File: src/rtl/hber_pkg.sv
package hber_pkg;

    // Status machine states
    typedef enum logic [0:0] {
        HB_NORMAL = 1'b0,
        HB_HIGH   = 1'b1
    } hb_state_e;

endpackage

File: src/rtl/hber_window_timer.sv
module hber_window_timer #(
    parameter int WINDOW_CYCLES = 19532
) (
    input  logic clk,
    input  logic rst,
    output logic tick
);
    localparam int TW = (WINDOW_CYCLES > 2) ? $clog2(WINDOW_CYCLES) : 1;
    localparam logic [TW-1:0] LAST = TW'(WINDOW_CYCLES - 1);

    typedef struct packed {
        logic [TW-1:0] cnt;
    } tmr_t;

    tmr_t tmr_d, tmr_q;

    always_comb begin
        tmr_d = tmr_q;
        tick  = (tmr_q.cnt == LAST);
        if (tick) begin
            tmr_d.cnt = '0;
        end else begin
            tmr_d.cnt = tmr_q.cnt + TW'(1);
        end
    end

    always_ff @(posedge clk) begin
        if (rst) begin
            tmr_q <= '0;
        end else begin
            tmr_q <= tmr_d;
        end
    end
endmodule

File: src/rtl/hber_err_window.sv
module hber_err_window #(
    parameter int ERR_LIMIT = 16
) (
    input  logic clk,
    input  logic rst,
    input  logic hdr_valid,
    input  logic hdr_bad,
    input  logic tick,
    output logic limit_hit,
    output logic bad_entry
);
    localparam int EW = $clog2(ERR_LIMIT + 1);
    localparam logic [EW-1:0] LIM    = EW'(ERR_LIMIT);
    localparam logic [EW-1:0] LIM_M1 = EW'(ERR_LIMIT - 1);

    typedef struct packed {
        logic [EW-1:0] cnt;
    } ew_t;

    ew_t  win_d, win_q;
    logic accept;
    logic below;

    always_comb begin
        win_d     = win_q;
        accept    = hdr_valid & hdr_bad;
        below     = (win_q.cnt < LIM);
        bad_entry = accept & below;
        // tally reaches the limit now, or already sits there
        limit_hit = !below || (bad_entry && (win_q.cnt == LIM_M1));
        if (tick) begin
            win_d.cnt = '0;
        end else if (bad_entry) begin
            win_d.cnt = win_q.cnt + EW'(1);
        end
    end

    always_ff @(posedge clk) begin
        if (rst) begin
            win_q <= '0;
        end else begin
            win_q <= win_d;
        end
    end
endmodule

File: src/rtl/hber_event_counter.sv
module hber_event_counter #(
    parameter int EVT_W = 6
) (
    input  logic             clk,
    input  logic             rst,
    input  logic             clear,
    input  logic             inc,
    output logic [EVT_W-1:0] count
);
    localparam logic [EVT_W-1:0] TOP = {EVT_W{1'b1}};

    typedef struct packed {
        logic [EVT_W-1:0] cnt;
    } ev_t;

    ev_t ev_d, ev_q;

    always_comb begin
        ev_d = ev_q;
        if (clear) begin
            ev_d.cnt = '0;
        end else if (inc && (ev_q.cnt != TOP)) begin
            ev_d.cnt = ev_q.cnt + EVT_W'(1);
        end
        count = ev_q.cnt;
    end

    always_ff @(posedge clk) begin
        if (rst) begin
            ev_q <= '0;
        end else begin
            ev_q <= ev_d;
        end
    end
endmodule

File: src/rtl/hber_monitor.sv
module hber_monitor
    import hber_pkg::*;
#(
    parameter int WINDOW_CYCLES = 19532,
    parameter int ERR_LIMIT     = 16,
    parameter int EVT_W         = 6
) (
    input  logic             clk,
    input  logic             rst,
    input  logic             hdr_valid,
    input  logic             hdr_bad,
    input  logic             cnt_clear,
    output logic             high_ber,
    output logic [EVT_W-1:0] bad_events
);
    typedef struct packed {
        hb_state_e st;
    } fsm_t;

    fsm_t fsm_d, fsm_q;
    logic win_tick;
    logic limit_hit;
    logic bad_entry;

    hber_window_timer #(.WINDOW_CYCLES(WINDOW_CYCLES)) u_timer (
        .clk  (clk),
        .rst  (rst),
        .tick (win_tick)
    );

    hber_err_window #(.ERR_LIMIT(ERR_LIMIT)) u_window (
        .clk       (clk),
        .rst       (rst),
        .hdr_valid (hdr_valid),
        .hdr_bad   (hdr_bad),
        .tick      (win_tick),
        .limit_hit (limit_hit),
        .bad_entry (bad_entry)
    );

    hber_event_counter #(.EVT_W(EVT_W)) u_events (
        .clk   (clk),
        .rst   (rst),
        .clear (cnt_clear),
        .inc   (bad_entry),
        .count (bad_events)
    );

    always_comb begin
        fsm_d = fsm_q;
        unique case (fsm_q.st)
            HB_NORMAL: if (limit_hit) fsm_d.st = HB_HIGH;
            HB_HIGH:   if (win_tick && !limit_hit) fsm_d.st = HB_NORMAL;
            default:   fsm_d.st = HB_NORMAL;
        endcase
    end

    always_ff @(posedge clk) begin
        if (rst) begin
            fsm_q.st <= HB_NORMAL;
        end else begin
            fsm_q <= fsm_d;
        end
    end

    assign high_ber = (fsm_q.st == HB_HIGH);
endmodule


File: config.mk
export PLATFORM = sky130hd
export DESIGN_NAME = hber_monitor
export DESIGN_NICKNAME = d
export VERILOG_FILES = /design/src/rtl/hber_pkg.sv /design/src/rtl/hber_window_timer.sv /design/src/rtl/hber_err_window.sv /design/src/rtl/hber_event_counter.sv /design/src/rtl/hber_monitor.sv
export SDC_FILE = /design/constraint.sdc
export NUM_CORES = 1
export LEC_CHECK = 0
export BUFFER_PORTS_ARGS = -buffer_cell sky130_fd_sc_hd__clkbuf_2
export CAP_MARGIN = 10
export CORE_AREA = 10 10 71 73
export DETAILED_ROUTE_END_ITERATION = 8
export DIE_AREA = 0 0 81 83
export MAX_ROUTING_LAYER = met4
export SYNTH_ARGS = -nofsm -noshare
export SYNTH_HDL_FRONTEND = slang
export SYNTH_SLANG_ARGS = --single-unit
File: constraint.sdc
create_clock -name clk -period 3.3 [get_ports clk]
set_input_delay 0.165 -clock clk [delete_from_list [all_inputs] [get_ports clk]]
set_output_delay 0.165 -clock clk [all_outputs]
set_load 0.02 [all_outputs]
After elaboration in Yosys (flattened, before gate mapping)
Cells that the tools add are included.

operators by class
  bitwise gates (word level) = 3
  equality and inequality tests = 3
  add/subtract/negate cells = 3
  reductions and logical operators = 8
  multiplexer cells = 3
  order comparisons = 1

operators by type and width
  operator               count
  $add 15x1->15 const B  1
  $eq 15x15->1 const B   1
  $add 6x1->6 const B    1
  $ne 6x6->1 const B     1
  $add 5x1->5 const B    1
  $eq 5x4->1 const B     1
  $lt 5x5->1 const B     1
  $reduce_or 2->1        2
  $logic_and 1x1->1      3
  $and 1x1->1            2
  $logic_not 1->1        2
  $mux 1                 2
  $pmux 1 s2             1
  $logic_or 1x1->1       1
  $not 1->1              1

storage, ports and cells
  word-level logic and storage cells = 25
  flip-flop bits (word level) = 27
  output and inout bits = 7
  input bits = 5

Longest topological paths before layout
Gate-level depths: netlist of the first run.

  word-level depth = 8
  mapped depth = 6
  depth with buffers taken out = 5

Cells and area by module
A second synthesis of the first run with hierarchy kept.

unflattened totals
  cells, all modules = 137
  area, all modules = 1268.7 µm²

by module, submodules not included
  module              times used  area each (µm²)  seq. area each (µm²)  cells each
  hber_window_timer   1           681.9            300.3                 76
  hber_event_counter  1           286.5            120.1                 29
  hber_err_window     1           261.5            100.1                 28
  hber_monitor        1           38.8             20.0                  4

Least setup slack after synthesis of the first run
No wires, ideal clock.

  path type = reg2reg
  start point = register u_events.ev_q, in the netlist u_events.count[0]
  end point = register u_events.ev_q, in the netlist u_events.count[4]
  setup time = 59 ps
  period minus slack after synthesis = 1452 ps
  data required time = 3241 ps
  path buffers = 0
  setup slack = 1848 ps
  arrival time = 1393 ps
  stages on the path, launching flop included = 5
  path through = dfxtp_1 > ha_1 > nand3_1 > or4_1 > nand2_1

between the ends
  word-level cells in the longest chain between the ends = 2
  elaborated cells on any way between the ends = 3
  classes of those cells = 1 x add/sub; 1 x eq/ne; 1 x reduce/logical

RTL lines
  element                                              line                      source
  start: declaration                                   hber_event_counter.sv:16  ev_t ev_d, ev_q;
  start signal: assignment                             hber_event_counter.sv:32  ev_q <= ev_d;
  branches (longest 2 deep; another with $add 6x1->6)  --

Several ways; the timed one is not identified.
A chain may end at the register's enable or synchronous reset.

Final worst setup path of the first run
  start point = register u_timer.tmr_q[0] in the netlist's numbering
  end point = register u_window.win_q[3] in the netlist's numbering

between the ends
  word-level cells in the longest chain between the ends = 2

RTL lines
  element                           line                     source
  start: declaration                hber_window_timer.sv:15  tmr_t tmr_d, tmr_q;
  start signal: assignment          hber_window_timer.sv:31  tmr_q <= tmr_d;
  $eq 15x15->1                      hber_window_timer.sv:19  tick = (tmr_q.cnt == LAST);
  $reduce_or 2->1 (no source line)  --
  end signal: assignment            hber_err_window.sv:42    win_q <= win_d;
  end: declaration                  hber_err_window.sv:20    ew_t win_d, win_q;

No other way between the ends.

==> flow_summary.json, run 1 <==
{
  "ys_types": 30,
  "path_depth": 5,
  "synth_edf_count": 0,
  "p_leak_uw": 0.000496,
  "path_max_fanout": 20,
  "ys_seq_area_frac": 0.433,
  "total_power_uw": 549,
  "p_per_area_nw_per_um2": 403,
  "wl_per_cell_um": 11.3,
  "grt_use_met3": 0.0194,
  "grt_max_degree": 21,
  "finalSetupViolCount": 0,
  "root_buffer": "clkbuf_8",
  "ff2ff_setup_slack_ps": 1780,
  "syn_to_final_growth_pct": 9.12,
  "clk_path_buf_depth": 2,
  "final_util": 0.375,
  "drc_errors": 0,
  "drive_above_1_share": 0.122,
  "use_met2": 0.0980,
  "min_period_ps": 1520,
  "slew_viol_final": 0,
  "min_path_type": "in -> reg",
  "cts-resized-gates": 0,
  "vias": 944,
  "critPathCapture": "u_window.win_q[3]",
  "skew_ps": 7.13,
  "hold_viol": 0,
  "antenna_found_initial": 0,
  "busiest_layer": "met2",
  "drv_cap": 0,
  "synth_nets": 148,
  "drt-vias-per-instance": 4.84,
  "fin_nets": 157,
  "critPathRequiredTime_ps": 3450,
  "worstSetupPathType": "reg -> reg",
  "start_util": 0.344,
  "r2r_end": "u_window.win_q[3]",
  "core_um2": 3630,
  "dp_hpwl_mm": 1.64,
  "gp_congestion": 0.872,
  "cts_setup_buffers": 0,
  "tightest_slew_ps": 388,
  "critPathTopFamily": "simple AND/OR/NAND/NOR gates",
  "syn_avg_cell_area_um2": 8.98,
  "postRouteWirelength_mm": 2.20,
  "clock_latency_ps": 270,
  "critPathArrivalTime_ps": 1670,
  "worst_setup_path_end_kind": "register",
  "ios": 12,
  "timing.rr.start": "u_timer.tmr_q[0]",
  "outcome": "finished clean",
  "tns_ps": 0,
  "rows": 22,
  "grt_overflow": 0,
  "h-tree-depth": 1,
  "cts_tree": "built",
  "fmax_mhz": 659,
  "fin_crit_sh": 0.460,
  "drtIter0Drc": 16,
  "maxSlewHeadroom": 0.742,
  "crit_slowest_cell": "dfxtp_1",
  "die_area_um2": 6720,
  "syn_area_um2": 1250,
  "crit_start": "u_timer.tmr_q[0]",
  "ys_seq_elements": 27,
  "n_antenna_cell": 0,
  "reg2regPathDepth": 5,
  "yosysWarnings": 0,
  "async_flop_share": 0,
  "grt_usage": 0.0706,
  "irDropWorstVdd_uv": 241,
  "worstSetupStartpointType": "register",
  "cts_sinks": 27,
  "met1_usage": 0.0934,
  "dr.pass1.iters": 3,
  "crit_chain": "ha_1 -> and4_1 -> nand4_1 -> nand2b_2 -> nor2_1",
  "synth_cells": 139,
  "grt_pass1_wl_mm": 3.91,
  "rsz0062_at_grt": "no",
  "cts_hold_buf": 0,
  "die_y_um": 83,
  "ant_nets": 0,
  "cp_slowest_stage_delay_ps": 400,
  "cts_buffers": 3,
  "synthFlopType": "dfxtp_1",
  "critical_path_buf_inv_count": 0,
  "dieWidth_um": 81,
  "cts.reportedPaths.clkPinSlew_ps": 90,
  "port-buffer-count": 11,
  "grt_pass1_vias": 925
}
-- metal layers --
layer / vias up / routed length (um)
met5: - / 0
met4: 0 / 29
met3: 4 / 60
met2: 12 / 955
met1: 436 / 1160
li1: 492 / -
-- worst register-to-register path: stages, from the launching register on --
cell and delay, ps:
dfxtp_1 400, ha_1 230, and4_1 190, nand4_1 140, nand2b_2 350, nor2_1 90
-- final cells by class --
| type | count | area (um2) |
|---|---|---|
| well taps | 48 | 60.1 |
| clock inverters | 1 | 5.00 |
| inverters | 5 | 18.8 |
| multi-input cells | 100 | 642 |
| flip-flops and latches | 27 | 541 |
| clock buffers | 3 | 41.3 |
| fillers | 380 | 2270 |
| repair buffers | 11 | 55.1 |
-- through the flow --
| step | worst slack (ps) | instance area [um2] | instances | hold slack [ps] |
|---|---|---|---|---|
| 4_1_cts | 1750 | 1360 | 195 | 75.3 |
| 6_report | 1780 | 1360 | 195 | 84.5 |
| 3_3_place_gp | 1820 | 1320 | 191 | 378 |
| 5_1_grt | 1640 | 1360 | 195 | 81.0 |
| 2_1_floorplan | 1850 | 1250 | 139 | 234 |
| 3_5_place_dp | 1760 | 1320 | 191 | 370 |
-- cells in the mapped netlist, types with 3 or more instances --
library cell,n,area [um2]
ha_1,4,50.1
nand4_1,7,43.8
inv_1,5,18.8
o211ai_1,3,22.5
xnor2_1,9,78.8
nand3_1,7,35.0
xor2_1,11,96.3
nor2_1,28,105
nand2_1,6,22.5
buf_4,5,37.5
dfxtp_1,27,541
-- registers in the layout, summed over array words and instances, names as in the netlist --
name,flops
high_ber,1
u_events.count,6
u_timer.tmr_q,15
u_window.win_q,5
-- power breakdown --
group	switching (uW)	internal, uW	total, uW
registers	5.80	331	337
clock network	103	84.6	188
logic	14.9	9.94	24.8
-- how the worst min path moves through the flow --
stage | from | end | slack [ps] | depth (start not counted)
2_1_floorplan | rst | high_ber | 230 | 1
3_3_place_gp | rst | high_ber | 380 | 2
3_5_place_dp | rst | high_ber | 370 | 2
4_1_cts | rst | high_ber | 80 | 2
5_1_grt | rst | high_ber | 80 | 2
6_report | rst | high_ber | 80 | 2
-- logic make-up after synthesis --
group | share of synthesized area
xor+xnor | 0.140
flops | 0.433
compound gates | 0.0451
buf+inv | 0.0531
simple gates | 0.273
mux | 0.0160
fa+ha+maj | 0.0401
-- cell usage in the layout, fill, tap and decap left out --
cell type and instances:
and4_1 2, nor3_1 2, o21ai_2 1, a21oi_1 2
nor4_1 1, o211ai_1 3, or4_1 1, o2111ai_1 1
nor4b_1 2, inv_1 5, and3_1 2, or3_1 2
and3b_1 1, nor2_1 28, clkbuf_8 3, nand2_1 6
clkinv_2 1, xor2_1 11, clkbuf_2 11, or2_0 1
nor4_2 1, nand3_1 7, mux2i_1 2, a31oi_1 1
nand3b_1 1, nand2b_2 1, and2_1 1, nand4_1 7
xnor2_1 9, dfxtp_1 27, ha_1 4
No activity file was read; power rests on OpenSTA's default activity.
==> run 2: changes to the inputs <==
- clock period: 3.3 -> 1.3 ns (I/O delays scaled with it)
==> run 2 against run 1 <==
Against the previous run: highest routed layer unchanged; cell count rose by 12%; die area did not move; global-route usage up 1.7 points; sequential share of layout area shrank 6.8 points; sequential power increased to 2.5 times the previous value; maximum frequency up 15%; non-clock buffer count up 24; setup slack worse by 1800 ps; cell area rose by 24%; hold slack worse by 5.0 ps; wire length increased by 23%; the flow now finishes with violations (negative setup slack); clock power up 150%.
==> flow_summary.json, run 2 (synthesis gave the netlist of run 1 again) <==
{
  "die_y_um": 83,
  "syn_to_final_growth_pct": 35.6,
  "cp_slowest_stage_delay_ps": 340,
  "maxSlewHeadroom": 0.792,
  "start_util": 0.344,
  "drtIter0Drc": 59,
  "fmax_mhz": 758,
  "cts.reportedPaths.clkPinSlew_ps": 80,
  "drv_cap": 0,
  "placedCellCount": 211,
  "crit_chain": "ha_2 -> and3_4 -> ha_1 -> nand3b_1 -> a21oi_1",
  "grt_pass1_vias": 1171,
  "worstSetupStartpointType": "register",
  "dr.pass1.iters": 5,
  "drc_errors": 0,
  "die_area_um2": 6720,
  "p_leak_uw": 0.000638,
  "gp_congestion": 0.802,
  "critPathRequiredTime_ps": 1500,
  "stdcell_area_um2": 1690,
  "r2r_end": "u_window.win_q[4]",
  "combPwrFrac": 0.088,
  "crit_start": "u_window.win_q[1]",
  "ant_nets": 0,
  "reg2regPathDepth": 5,
  "p_per_area_nw_per_um2": 853,
  "ff2ff_setup_slack_ps": -20,
  "grt_pass1_wl_mm": 4.80,
  "grt_usage": 0.0876,
  "vias": 1081,
  "intPower_uw": 1130,
  "nFillCells": 354,
  "antenna_found_initial": 0,
  "port-buffer-count": 11,
  "dp_hpwl_mm": 2.00,
  "drt-vias-per-instance": 4.94,
  "layout_common_cells": "nor2_1 (28), buf_4 (20), dfxtp_1 (16), clkbuf_2 (11), dfxtp_2 (10)",
  "timing.rr.start": "u_window.win_q[1]",
  "clock_latency_ps": 270,
  "wl_per_cell_um": 12.3,
  "grt_max_degree": 15,
  "clk_path_buf_depth": 2,
  "rsz0062_at_grt": "yes",
  "slew_viol_final": 0,
  "path_max_fanout": 3,
  "final_common_cell": "nor2_1",
  "cts_buffers": 3,
  "crit_slowest_cell": "dfxtp_2",
  "violations": "negative setup slack",
  "place_area_um2": 1500,
  "tightest_slew_ps": 310,
  "rows": 22,
  "p_sw_uw": 315,
  "irDropWorstVdd_uv": 433,
  "top_register": "u_timer.tmr_q",
  "core_um2": 3630,
  "critPathCapture": "u_window.win_q[4]",
  "grt_overflow": 0,
  "fin_nets": 181,
  "min_period_ps": 1320,
  "cts_sinks": 27,
  "min_path_type": "in -> reg",
  "critPathArrivalTime_ps": 1520,
  "worstSetupPathType": "reg -> reg",
  "fin_ws_ps": -18.7,
  "postRouteWirelength_mm": 2.70,
  "p_seq_frac": 0.591,
  "finalSetupViolCount": 4,
  "ios": 12,
  "clkPwrFrac": 0.321,
  "root_buffer": "clkbuf_8",
  "drive_above_1_share": 0.380,
  "place_worst_setup_slack_ps": -76.5,
  "switching_share": 0.218,
  "hold_viol": 0,
  "fin_cells": 219,
  "outcome": "complete, but fails checks",
  "largest_reg_flops": 15,
  "cts_tree": "built",
  "skew_ps": 2.70,
  "worst_setup_path_end_kind": "register",
  "fin_crit_sh": 1.01,
  "dieWidth_um": 81,
  "h-tree-depth": 1,
  "n_antenna_cell": 0
}
run 2: cell types whose count changed in the layout (fill, tap and decap cells not counted), sizes merged:
cell | before | now
buf | 0 | 23
clkbuf | 14 | 15
clkinv | 1 | 0
dlygate4sd3 | 0 | 1
run 2: cell type report:
cell class	count	area, um2	area share
Timing Repair Buffer	35	267	0.157
Multi-Input combinational cell	100	746	0.441
Inverter	5	18.8	0.0111
Tap cell	48	60.1	0.0355
Clock buffer	4	45.0	0.0266
Sequential cell	27	557	0.329
run 2: timing repair:
action,4_1_cts,5_1_grt
hold endpoints to repair,1,0
setup endpoints to repair,24,26
gates resized for setup,18,10
buffers inserted,2,1
pin swaps,8,6
hold buffers,1,0
run 2: critical path, delay by kind of cell, from the launching register on:
family	cells	cell delay, ps
fa+ha+maj	2	430
simple gates	2	330
flops	1	340
compound gates	1	140
run 2: power groups by stage:
stage               clock network [uW]  registers [uW]  logic, uW
floorplan                            0             869       55.8
global placement                     0             866        108
detailed placement                   0             867        113
CTS                                478             853        120
global route                       524             855        143
finish                             464             853        127
run 2: per-layer routing:
metal / GRT usage / share of wire
met5: - / 0
met4: 0.0297 / 0.019
met3: 0.0269 / 0.043
met2: 0.151 / 0.52
met1: 0.0912 / 0.41
run 2: worst min path at each step:
stage	endpoint	slack, ps	start	cells after the start
after global placement	high_ber	280	rst	2
after floorplan	high_ber	130	rst	1
final	u_window.win_q[4]	80	hdr_bad	3
after CTS	u_window.win_q[4]	60	hdr_bad	3
after detailed placement	high_ber	290	rst	2
after global routing	u_window.win_q[4]	80	hdr_bad	3
run 2: metrics by stage:
stage	power [uW]	hold WS (ps)	utilization	setup TNS, ps
final	1440	79.5	0.466	-26.2
after global routing	1520	75.8	0.466	-1640
after CTS	1450	57.7	0.454	-29.2
after detailed placement	979	289	0.413	-1080
after global placement	973	278	0.413	-350
after floorplan	925	134	-	-1.31
